$ cat src/rtl/dlx_pkg.sv
package dlx_pkg;

  // Three active-low controls steering one direction of one section.
  typedef struct packed {
    logic en_n;  // direction enable
    logic le_n;  // capture control, low = open
    logic oe_n;  // output enable
  } dlx_ctrl_t;

endpackage

$ cat src/rtl/dlx_store.sv
module dlx_store #(
  parameter int DATA_W = 8
) (
  input  logic                clk,
  input  logic                rst_n,
  input  dlx_pkg::dlx_ctrl_t  ctl,
  input  logic [DATA_W-1:0]   src,
  output logic [DATA_W-1:0]   shown
);

  logic              open_w;
  logic [DATA_W-1:0] held_q;

  assign open_w = ~ctl.en_n & ~ctl.le_n;

  always_ff @(posedge clk) begin
    if (!rst_n)      held_q <= '0;
    else if (open_w) held_q <= src;
  end

  assign shown = open_w ? src : held_q;

  AST_HOLD_CLOSED: assert property (@(posedge clk) disable iff (!rst_n)
    $past(rst_n) && !$past(open_w) |-> $stable(held_q));
  AST_CAPTURE_OPEN: assert property (@(posedge clk) disable iff (!rst_n)
    $past(rst_n) && $past(open_w) |-> held_q == $past(src));
  AST_SHOW_HELD: assert property (@(posedge clk) disable iff (!rst_n)
    ctl.en_n |-> shown == held_q);

endmodule

$ cat src/rtl/dlx_drive.sv
module dlx_drive #(
  parameter int DATA_W = 8
) (
  input  logic                clk,
  input  logic                rst_n,
  input  dlx_pkg::dlx_ctrl_t  ctl,
  input  logic [DATA_W-1:0]   shown,
  output logic [DATA_W-1:0]   out,
  output logic [DATA_W-1:0]   oe
);

  logic drive_w;

  assign drive_w = ~ctl.en_n & ~ctl.oe_n;
  assign oe      = {DATA_W{drive_w}};
  assign out     = drive_w ? shown : '0;

  AST_OE_ALL_OR_NONE: assert property (@(posedge clk) disable iff (!rst_n)
    oe == '0 || oe == '1);
  AST_IDLE_ZERO: assert property (@(posedge clk) disable iff (!rst_n)
    oe == '0 |-> out == '0);
  AST_DRIVE_SHOWN: assert property (@(posedge clk) disable iff (!rst_n)
    oe == '1 |-> out == shown);

endmodule

$ cat src/rtl/dlx_section.sv
module dlx_section #(
  parameter int DATA_W = 8
) (
  input  logic                clk,
  input  logic                rst_n,
  input  dlx_pkg::dlx_ctrl_t  ab_ctl,
  input  dlx_pkg::dlx_ctrl_t  ba_ctl,
  input  logic [DATA_W-1:0]   a_in,
  input  logic [DATA_W-1:0]   b_in,
  output logic [DATA_W-1:0]   a_out,
  output logic [DATA_W-1:0]   a_oe,
  output logic [DATA_W-1:0]   b_out,
  output logic [DATA_W-1:0]   b_oe
);

  logic [DATA_W-1:0] ab_shown;
  logic [DATA_W-1:0] ba_shown;

  // A-to-B: stored from A, driven onto B
  dlx_store #(.DATA_W(DATA_W)) u_ab_store (
    .clk(clk), .rst_n(rst_n), .ctl(ab_ctl), .src(a_in), .shown(ab_shown));
  dlx_drive #(.DATA_W(DATA_W)) u_ab_drive (
    .clk(clk), .rst_n(rst_n), .ctl(ab_ctl), .shown(ab_shown),
    .out(b_out), .oe(b_oe));

  // B-to-A: stored from B, driven onto A
  dlx_store #(.DATA_W(DATA_W)) u_ba_store (
    .clk(clk), .rst_n(rst_n), .ctl(ba_ctl), .src(b_in), .shown(ba_shown));
  dlx_drive #(.DATA_W(DATA_W)) u_ba_drive (
    .clk(clk), .rst_n(rst_n), .ctl(ba_ctl), .shown(ba_shown),
    .out(a_out), .oe(a_oe));

  AST_A_SIDE_OWNER: assert property (@(posedge clk) disable iff (!rst_n)
    (ba_ctl.en_n || ba_ctl.oe_n) |-> a_oe == '0);
  AST_B_SIDE_OWNER: assert property (@(posedge clk) disable iff (!rst_n)
    (ab_ctl.en_n || ab_ctl.oe_n) |-> b_oe == '0);

endmodule

$ cat src/rtl/dual_latch_xcvr.sv
module dual_latch_xcvr #(
  parameter int DATA_W   = 8,
  parameter int NUM_SECT = 2
) (
  input  logic                          clk,
  input  logic                          rst_n,
  input  logic [NUM_SECT*DATA_W-1:0]    a_in,
  output logic [NUM_SECT*DATA_W-1:0]    a_out,
  output logic [NUM_SECT*DATA_W-1:0]    a_oe,
  input  logic [NUM_SECT*DATA_W-1:0]    b_in,
  output logic [NUM_SECT*DATA_W-1:0]    b_out,
  output logic [NUM_SECT*DATA_W-1:0]    b_oe,
  input  logic [NUM_SECT-1:0]           ab_en_n,
  input  logic [NUM_SECT-1:0]           ab_le_n,
  input  logic [NUM_SECT-1:0]           ab_oe_n,
  input  logic [NUM_SECT-1:0]           ba_en_n,
  input  logic [NUM_SECT-1:0]           ba_le_n,
  input  logic [NUM_SECT-1:0]           ba_oe_n
);

  localparam int TOT_W = NUM_SECT * DATA_W;

  for (genvar g = 0; g < NUM_SECT; g++) begin : g_sect
    dlx_pkg::dlx_ctrl_t ab_ctl;
    dlx_pkg::dlx_ctrl_t ba_ctl;

    assign ab_ctl = '{en_n: ab_en_n[g], le_n: ab_le_n[g], oe_n: ab_oe_n[g]};
    assign ba_ctl = '{en_n: ba_en_n[g], le_n: ba_le_n[g], oe_n: ba_oe_n[g]};

    dlx_section #(.DATA_W(DATA_W)) u_sect (
      .clk   (clk),
      .rst_n (rst_n),
      .ab_ctl(ab_ctl),
      .ba_ctl(ba_ctl),
      .a_in  (a_in [g*DATA_W +: DATA_W]),
      .b_in  (b_in [g*DATA_W +: DATA_W]),
      .a_out (a_out[g*DATA_W +: DATA_W]),
      .a_oe  (a_oe [g*DATA_W +: DATA_W]),
      .b_out (b_out[g*DATA_W +: DATA_W]),
      .b_oe  (b_oe [g*DATA_W +: DATA_W])
    );

    AST_SECT_DRIVE_OWN: assert property (@(posedge clk) disable iff (!rst_n)
      (ab_en_n[g] || ab_oe_n[g]) |-> b_out[g*DATA_W +: DATA_W] == '0);
  end

  AST_NO_X_OE: assert property (@(posedge clk) disable iff (!rst_n)
    !$isunknown({a_oe, b_oe}) && TOT_W > 0);

endmodule

$ cat config.mk
export PLATFORM = sky130hd
export DESIGN_NAME = dual_latch_xcvr
export DESIGN_NICKNAME = d
export VERILOG_FILES = /design/src/rtl/dlx_pkg.sv /design/src/rtl/dlx_store.sv /design/src/rtl/dlx_drive.sv /design/src/rtl/dlx_section.sv /design/src/rtl/dual_latch_xcvr.sv
export SDC_FILE = /design/constraint.sdc
export NUM_CORES = 1
export LEC_CHECK = 0
export ABC_AREA = 1
export BUFFER_PORTS_ARGS = -buffer_cell sky130_fd_sc_hd__buf_2
export CORE_MARGIN = 2
export CORE_UTILIZATION = 46
export CTS_BUF_LIST = sky130_fd_sc_hd__clkbuf_2 sky130_fd_sc_hd__clkbuf_4 sky130_fd_sc_hd__clkbuf_8
export DETAILED_ROUTE_END_ITERATION = 8
export PLACE_DENSITY = 0.82
export REMOVE_ABC_BUFFERS = 1
export SYNTH_ARGS = -nofsm -noshare
export SYNTH_HDL_FRONTEND = slang
export SYNTH_SLANG_ARGS = --single-unit
$ cat constraint.sdc
create_clock -name clk -period 2 [get_ports clk]
set_input_delay 0.6 -clock clk [delete_from_list [all_inputs] [get_ports clk]]
set_output_delay 0.6 -clock clk [all_outputs]
set_load 0.03 [all_outputs]
==> results.rst, run 1 <==
.. list-table::
   :header-rows: 1

   * - Metric
     - Value
   * - CTS H-tree depth
     - 2
   * - Post-synthesis sequential area ratio
     - between 30% and 40%
   * - Vertical extent of the die
     - roughly 70 um
   * - Number of clock sinks
     - 32
   * - Met1 track demand over resource
     - 20.1%
   * - Routed WL per cell
     - 12.0 um
   * - Layout Nets
     - between 400 and 500
   * - Worst stage delay on the critical path
     - 0.24 ns
   * - Overall routed net length
     - 5.98 mm
   * - Number of antenna violations at the first check in global routing
     - 0
   * - Total number of placement rows
     - 24
   * - Number of max-slew violations in the final report
     - 0
   * - Startpoint kind of the worst setup timing path
     - input port
   * - Initial core utilization
     - 47.3%
   * - Final Critical Period
     - around 2.1 ns
   * - Highest attainable clock frequency
     - 0.476 GHz
   * - Setup clock skew after layout
     - 0 ns
   * - Cell chain of the critical path
     - buf_8, buf_6, nor2_4, nand2_1, nand2_2, nor2_2, buf_6
   * - Clock buffer count from CTS
     - 5
   * - Period utilization
     - 105%
   * - Area inside the core boundary
     - 0.00429 mm^2
   * - CTS tree
     - built
   * - CP Data Required Time
     - between 1 and 1.5 ns
   * - Area of the mapped netlist
     - around 0.0020 mm^2
   * - Setup slack of the worst register-to-register path
     - 0.28 ns
   * - Port buffer count
     - between 100 and 150
   * - CP Max Fanout
     - 8
   * - Final weighted congestion of routability-driven global placement
     - 0.759
   * - Worst slew margin
     - 76.5%
   * - Number of synthesis warnings
     - 0
   * - Type of the setup path with the least slack
     - in2out
   * - Clock latency on the worst-skew pair
     - between 0.2 and 0.3 ns
   * - Pin count of the biggest net entering global routing
     - 33
   * - Fin Hold WS
     - about 0.55 ns
   * - Post-synthesis register bit count
     - 32
   * - Maximum number of buffers from clock root to sink
     - 2
   * - Util after Layout
     - a little under 80%
   * - Synthesized area per cell
     - between 6 and 7 um^2
   * - Violated checks
     - negative setup slack
   * - Static power due to leakage
     - roughly 1.8 nW
   * - Number of vias per cell after detailed routing
     - 4.53
   * - Final Total Pwr
     - 0.00192 W
   * - Run status
     - finished with violations
   * - Library cells used by synthesis
     - 11
   * - Via count
     - 2255
   * - Worst-case setup slack after placement
     - -0.0725 ns
   * - Final Hold Viols
     - 0
   * - DR iter-0 viols
     - 116
   * - Worst setup EP type
     - output pin
   * - Area after detailed placement
     - 0.00256 mm^2
   * - First-pass GRT wire length
     - between 7 and 8 mm
   * - Worst slew pin tran
     - about 0.35 ns
   * - Antenna fix cells
     - 0
   * - Finish-stage setup viols
     - 22
   * - Clock-pin slew of the registers on the worst-case setup and hold paths
     - approximately 0.070 ns
   * - Area of the die
     - 0.00496 mm^2
   * - Final routed DRC violation total
     - 0
   * - Worst hold path class
     - reg2reg
   * - Number of global-route vias before repair
     - between 2000 and 2500
   * - # fillers
     - roughly 300
   * - Layer with the highest usage after global routing
     - met2
   * - Setup repair after global routing missed its margin
     - true
   * - Design Area, Final
     - approximately 0.0033 mm^2
   * - Share of post-route cells with drive strength above 1
     - 59.4%
   * - Die Width
     - roughly 70 um
   * - Post-route ant nets
     - 0
   * - Signed area change from the synthesized netlist to the final layout
     - 62.8%
   * - Fin worst setup slack
     - -0.102 ns
   * - Overall overflow remaining after global route
     - 0
   * - Max-cap violations
     - 0
   * - Post-CTS Hold Fix Bufs
     - 0
   * - Max rail drop VDD
     - roughly 0.44 mV
   * - DP Wirelength
     - about 3.1 mm
   * - Critical Path Slowest Stage Cell
     - nor2_4
   * - Root Buffer Master
     - clkbuf_8
   * - Crit path top cell by count
     - buf_6
   * - Detailed-router iteration count before antenna repair
     - 4
   * - Met2 track utilization from global routing
     - a little over a third
   * - Met3 global-route usage
     - 3.32%
   * - GR Util All Layers
     - 19.1%
   * - Syn Inst Count
     - between 300 and 400
   * - Data arrival time of the critical path
     - 1.50 ns
   * - Power density over the cells
     - 579 mW/mm^2
   * - Ports
     - 110
## cell families after synthesis
kind of cell,synth area share [%]
compound gates,7.88
buf+inv,29.6
flops,31.5
simple gates,31.0
## critical path: cells and delay by family
kind / cells / cell delay, ns
buffers and inverters: 3 / 0.35
AND/OR/NAND/NOR: 4 / 0.55
## layer usage
metal,vias up,share of wire (%)
li1,1132,-
met1,1024,37
met2,87,56
met3,12,5.0
met4,0,1.7
met5,-,0
## final timing paths
check,startpoint,endpoint,cells past startpoint
hold / removal,g_sect[0].u_sect.u_ba_store.held_q[0]$_SDFF_PN0_,g_sect[0].u_sect.u_ba_store.held_q[0]$_SDFF_PN0_,4
setup / recovery,ba_en_n[1],a_out[12],7
hold reg to reg,g_sect[0].u_sect.u_ba_store.held_q[0]$_SDFF_PN0_,g_sect[0].u_sect.u_ba_store.held_q[0]$_SDFF_PN0_,4
setup reg to reg,g_sect[1].u_sect.u_ba_store.held_q[6]$_SDFF_PN0_,g_sect[1].u_sect.u_ba_store.held_q[6]$_SDFF_PN0_,13
## report_power, final
group	switching, W	internal, W	total, W	leakage (nW)
sequential	0.0000111	0.000681	0.000692	0.264
clock	0.000228	0.000274	0.000502	0.0510
combinational	0.000398	0.000325	0.000723	1.44
## placed cells by master, fill, tap and decap left out
cell type,count
o21ai_2,1
buf_2,73
nor2_1,32
inv_1,69
nor2_2,29
clkinv_2,2
buf_4,54
clkbuf_16,2
clkbuf_8,6
buf_12,3
buf_8,4
or2_1,1
nand2_4,1
nor2_4,7
nand2_1,16
clkbuf_4,1
buf_6,32
nand2_2,47
o21ai_1,10
dfxtp_1,32
o21ai_0,21
or2_4,3
## cell type report
type	count	area [um^2]	share of cell area (%)
clock inverters	2	10.0	0.303
clock buffers	6	82.6	2.50
repair buffers	169	1310	39.6
well taps	52	65.1	1.97
inverters	69	259	7.83
multi-input cells	168	942	28.5
flip-flops and latches	32	641	19.4
## sequential cells by signal, indices dropped and copies added, names as in the netlist
name and count:
g_sect.u_sect.u_ba_store.held_q 16, g_sect.u_sect.u_ab_store.held_q 16
## what timing repair did
action,CTS,global route
pin swaps,14,47
cloned,0,3
endpoints found under the setup margin,32,49
gates resized for setup,68,78
buffers inserted,17,11
## through the flow
| step | cells | TNS, ns |
|---|---|---|
| after floorplan | 269 | -31.84 |
| after global placement | 459 | -0.503 |
| after detailed placement | 459 | -1.03 |
| after CTS | 484 | -0.00968 |
| after global routing | 498 | -2.04 |
| final | 498 | -0.708 |
## synth_stat cells, drive strengths merged
library cell	n	area share, %
nand2	64	12
buf	40	16
nor2	68	18
o21ai	32	7.9
or2	4	1.2
inv	69	13
dfxtp	32	32
clkbuf	3	0.55
(Power assumes the default switching activity.)
==> inputs of run 2 (changes only) <==
--- a/config.mk
+++ b/config.mk
@@ -7,11 +7,13 @@
 export LEC_CHECK = 0
 export ABC_AREA = 1
 export BUFFER_PORTS_ARGS = -buffer_cell sky130_fd_sc_hd__buf_2
+export CELL_PAD_IN_SITES_DETAIL_PLACEMENT = 0
+export CELL_PAD_IN_SITES_GLOBAL_PLACEMENT = 1
 export CORE_MARGIN = 2
-export CORE_UTILIZATION = 46
-export CTS_BUF_LIST = sky130_fd_sc_hd__clkbuf_2 sky130_fd_sc_hd__clkbuf_4 sky130_fd_sc_hd__clkbuf_8
+export CORE_UTILIZATION = 27
+export CTS_BUF_LIST = sky130_fd_sc_hd__clkbuf_8 sky130_fd_sc_hd__clkbuf_16
 export DETAILED_ROUTE_END_ITERATION = 8
-export PLACE_DENSITY = 0.82
+export PLACE_DENSITY = 0.77
 export REMOVE_ABC_BUFFERS = 1
 export SYNTH_ARGS = -nofsm -noshare
 export SYNTH_HDL_FRONTEND = slang
==> constraint.sdc (replaced) <==
create_clock -name clk -period 1.8 [get_ports clk]
set_input_delay 0.54 -clock clk [delete_from_list [all_inputs] [get_ports clk]]
set_output_delay 0.54 -clock clk [all_outputs]
set_load 0.03 [all_outputs]
==> results.rst, run 2 (same netlist as run 1, synthesis figures left out) <==
.. list-table::
   :header-rows: 1

   * - Metric
     - Value
   * - Most common library cell in the layout ignoring fill and taps
     - buf_4
   * - Critical Path Slowest Stage Cell
     - nor2_4
   * - Port buffer count
     - 109 (unchanged)
   * - End point of the most critical hold path
     - g_sect[1].u_sect.u_ba_store.held_q[1]$_SDFF_PN0_
   * - Design Area, Final
     - 0.00382 mm^2 (+16%)
   * - Detailed-router iteration count before antenna repair
     - 4 (unchanged)
   * - Clock-pin slew of the registers on the worst-case setup and hold paths
     - 0.06 ns (about the same)
   * - Fin Hold WS
     - 0.542 ns (-0.00724 ns)
   * - Final Hold Viols
     - 0 (unchanged)
   * - First-pass GRT wire length
     - 9.85 mm (+24%)
   * - Number of clock sinks
     - 32 (unchanged)
   * - Die Width
     - 90.8 um (+29%)
   * - CP Data Required Time
     - 1.26 ns (-0.14 ns)
   * - Worst slew pin tran
     - 0.358 ns (+0.00577 ns)
   * - Final weighted congestion of routability-driven global placement
     - 0.690 (-9.0%)
   * - Overall overflow remaining after global route
     - 0 (unchanged)
   * - Static power due to leakage
     - 1.96 nW (+11%)
   * - Vertical extent of the die
     - 90.8 um (+29%)
   * - Critical hold path startpoint
     - g_sect[1].u_sect.u_ba_store.held_q[1]$_SDFF_PN0_
   * - Util after Layout
     - 52.7% (-24 points)
   * - Max rail drop VDD
     - 0.246 mV (-44%)
   * - Clock latency on the worst-skew pair
     - 0.27 ns (about the same)
   * - Antenna fix cells
     - 0 (unchanged)
   * - Launching point of the worst reg2reg path
     - g_sect[0].u_sect.u_ab_store.held_q[1]$_SDFF_PN0_
   * - Worst slew margin
     - 76.1% (-0.38 points)
   * - Area inside the core boundary
     - 0.00725 mm^2 (+69%)
   * - Via count
     - 2312 (+2.5%)
   * - Cell chain of the critical path
     - buf_12, buf_12, nor2_4, nand2_1, nand2_2, nor2_4, buf_6
   * - Pin count of the biggest net entering global routing
     - 33 (unchanged)
   * - Placed cell count
     - 515 (+12%)
   * - Setup repair after global routing missed its margin
     - true
   * - Data arrival time of the critical path
     - 1.34 ns (-0.16 ns)
   * - Run status
     - finished with violations
   * - CTS H-tree depth
     - 2 (unchanged)
   * - Setup clock skew after layout
     - 0 ns (unchanged)
   * - GR Util All Layers
     - 14.4% (-4.6 points)
   * - Clock buffer count from CTS
     - 5 (unchanged)
   * - Type of the setup path with the least slack
     - in2out
   * - Number of vias per cell after detailed routing
     - 3.99 (-12%)
   * - DR iter-0 viols
     - 16 (-86%)
   * - Power density over the cells
     - 606 mW/mm^2 (+4.5%)
   * - Fin worst setup slack
     - -0.0824 ns (+0.0196 ns)
   * - Routed WL per cell
     - 10.3 um (-14%)
   * - Worst stage delay on the critical path
     - 0.19 ns (-0.05 ns)
   * - Startpoint kind of the worst setup timing path
     - input port
   * - Commonest non-fill, non-tap cells in the layout
     - buf_4 (107), inv_1 (66), buf_2 (47)
   * - Reg-to-Reg End
     - g_sect[0].u_sect.u_ab_store.held_q[1]$_SDFF_PN0_
   * - Overall routed net length
     - 5.96 mm (-0.37%)
   * - Root Buffer Master
     - clkbuf_8
   * - Initial core utilization
     - 28.0% (-19 points)
   * - Highest attainable clock frequency
     - about 0.53 GHz
   * - Number of antenna violations at the first check in global routing
     - 0 (unchanged)
   * - Post-route non-filler standard cell count
     - 579 (+16%)
   * - Period utilization
     - 105%
   * - # fillers
     - 716 (+140%)
   * - Number of global-route vias before repair
     - 2271 (+12%)
   * - CP Max Fanout
     - 8 (unchanged)
   * - Ports
     - 110 (unchanged)
   * - DP Wirelength
     - 3.46 mm (+10%)
   * - Violated checks
     - negative setup slack
   * - Max-cap violations
     - 0 (unchanged)
   * - Number of max-slew violations in the final report
     - 0 (unchanged)
   * - Final routed DRC violation total
     - 0 (unchanged)
   * - Share of post-route cells with drive strength above 1
     - 63.1% (+3.7 points)
   * - FF-to-FF path depth
     - 12 (-1)
   * - Total number of placement rows
     - 31 (+29%)
   * - CTS tree
     - built
   * - Hold Path Depth
     - 4 (unchanged)
   * - Setup slack of the worst register-to-register path
     - 0.19 ns (-0.09 ns)
   * - Worst setup EP type
     - output pin
   * - Largest regs
     - g_sect.u_sect.u_ab_store.held_q (16), g_sect.u_sect.u_ba_store.held_q (16)
   * - Post-CTS Hold Fix Bufs
     - 0 (unchanged)
   * - Post-route ant nets
     - 0 (unchanged)
   * - Final Critical Period
     - 1.88 ns
   * - Finish-stage setup viols
     - 41 (+86%)
   * - Signed area change from the synthesized netlist to the final layout
     - 88.2%
   * - Area of the die
     - 0.00824 mm^2 (+66%)
   * - Worst hold path class
     - reg2reg
   * - Layout Nets
     - 526 (+7.1%)
   * - Maximum number of buffers from clock root to sink
     - 2 (unchanged)
   * - Area after detailed placement
     - 0.00267 mm^2 (+4.5%)
[run 2: area by class of cell]
type                       instances  area, um^2  share of cell area, %
timing repair buffer             204        1670                   43.6
multi-input combinational        168        1040                   27.1
sequential                        32         641                   16.7
inverter                          69         259                   6.77
tap                               99         124                   3.24
clock buffer                       7        96.3                   2.52
[run 2: layer usage]
layer  up-vias  global-route usage [%]  share of wire (%)
met3        12                    2.84                4.8
li1       1202                       -                  -
met5         -                       0                  0
met1      1025                    15.5                 37
met2        73                    27.5                 56
met4         0                    5.51                1.7
[run 2: per-stage QoR]
stage,total power (W),TNS [ns],setup WS (ns)
after floorplan,0.00111,-34.40,-1.07
after global placement,0.00137,-4.07,-0.128
after global routing,0.00245,-3.45,-0.127
final,0.00232,-1.55,-0.0824
after detailed placement,0.00138,-4.94,-0.155
after CTS,0.00226,-1.51,-0.0686
[run 2: worst max path at each step]
stage | slack [ns] | to | from
3_5_place_dp | -0.16 | a_out[1] | ba_en_n[0]
6_report | -0.08 | b_out[8] | ab_en_n[1]
4_1_cts | -0.07 | b_out[9] | ab_en_n[1]
2_1_floorplan | -1.07 | a_oe[0] | ba_en_n[0]
5_1_grt | -0.13 | b_out[8] | ab_en_n[1]
3_3_place_gp | -0.13 | b_out[0] | ab_en_n[0]
[run 2: power by group]
part	total [W]	switching, W	internal (W)	leakage [nW]
sequential	0.000767	0.0000106	0.000756	0.264
combinational	0.000956	0.000475	0.000481	1.64
clock	0.000594	0.000254	0.000340	0.0503
[run 2: critical path, delay by kind of cell]
| family | cells | cell delay (ns) |
|---|---|---|
| and+or+nand+nor | 4 | 0.44 |
| buffers and inverters | 3 | 0.36 |
[run 2: repair_timing]
action	4_1_cts	5_1_grt
resized for setup	161	54
setup buffers	47	9
pin swaps	52	31
hold endpoints to repair	0	0
endpoints found under the setup margin	64	44
gates cloned	2	0
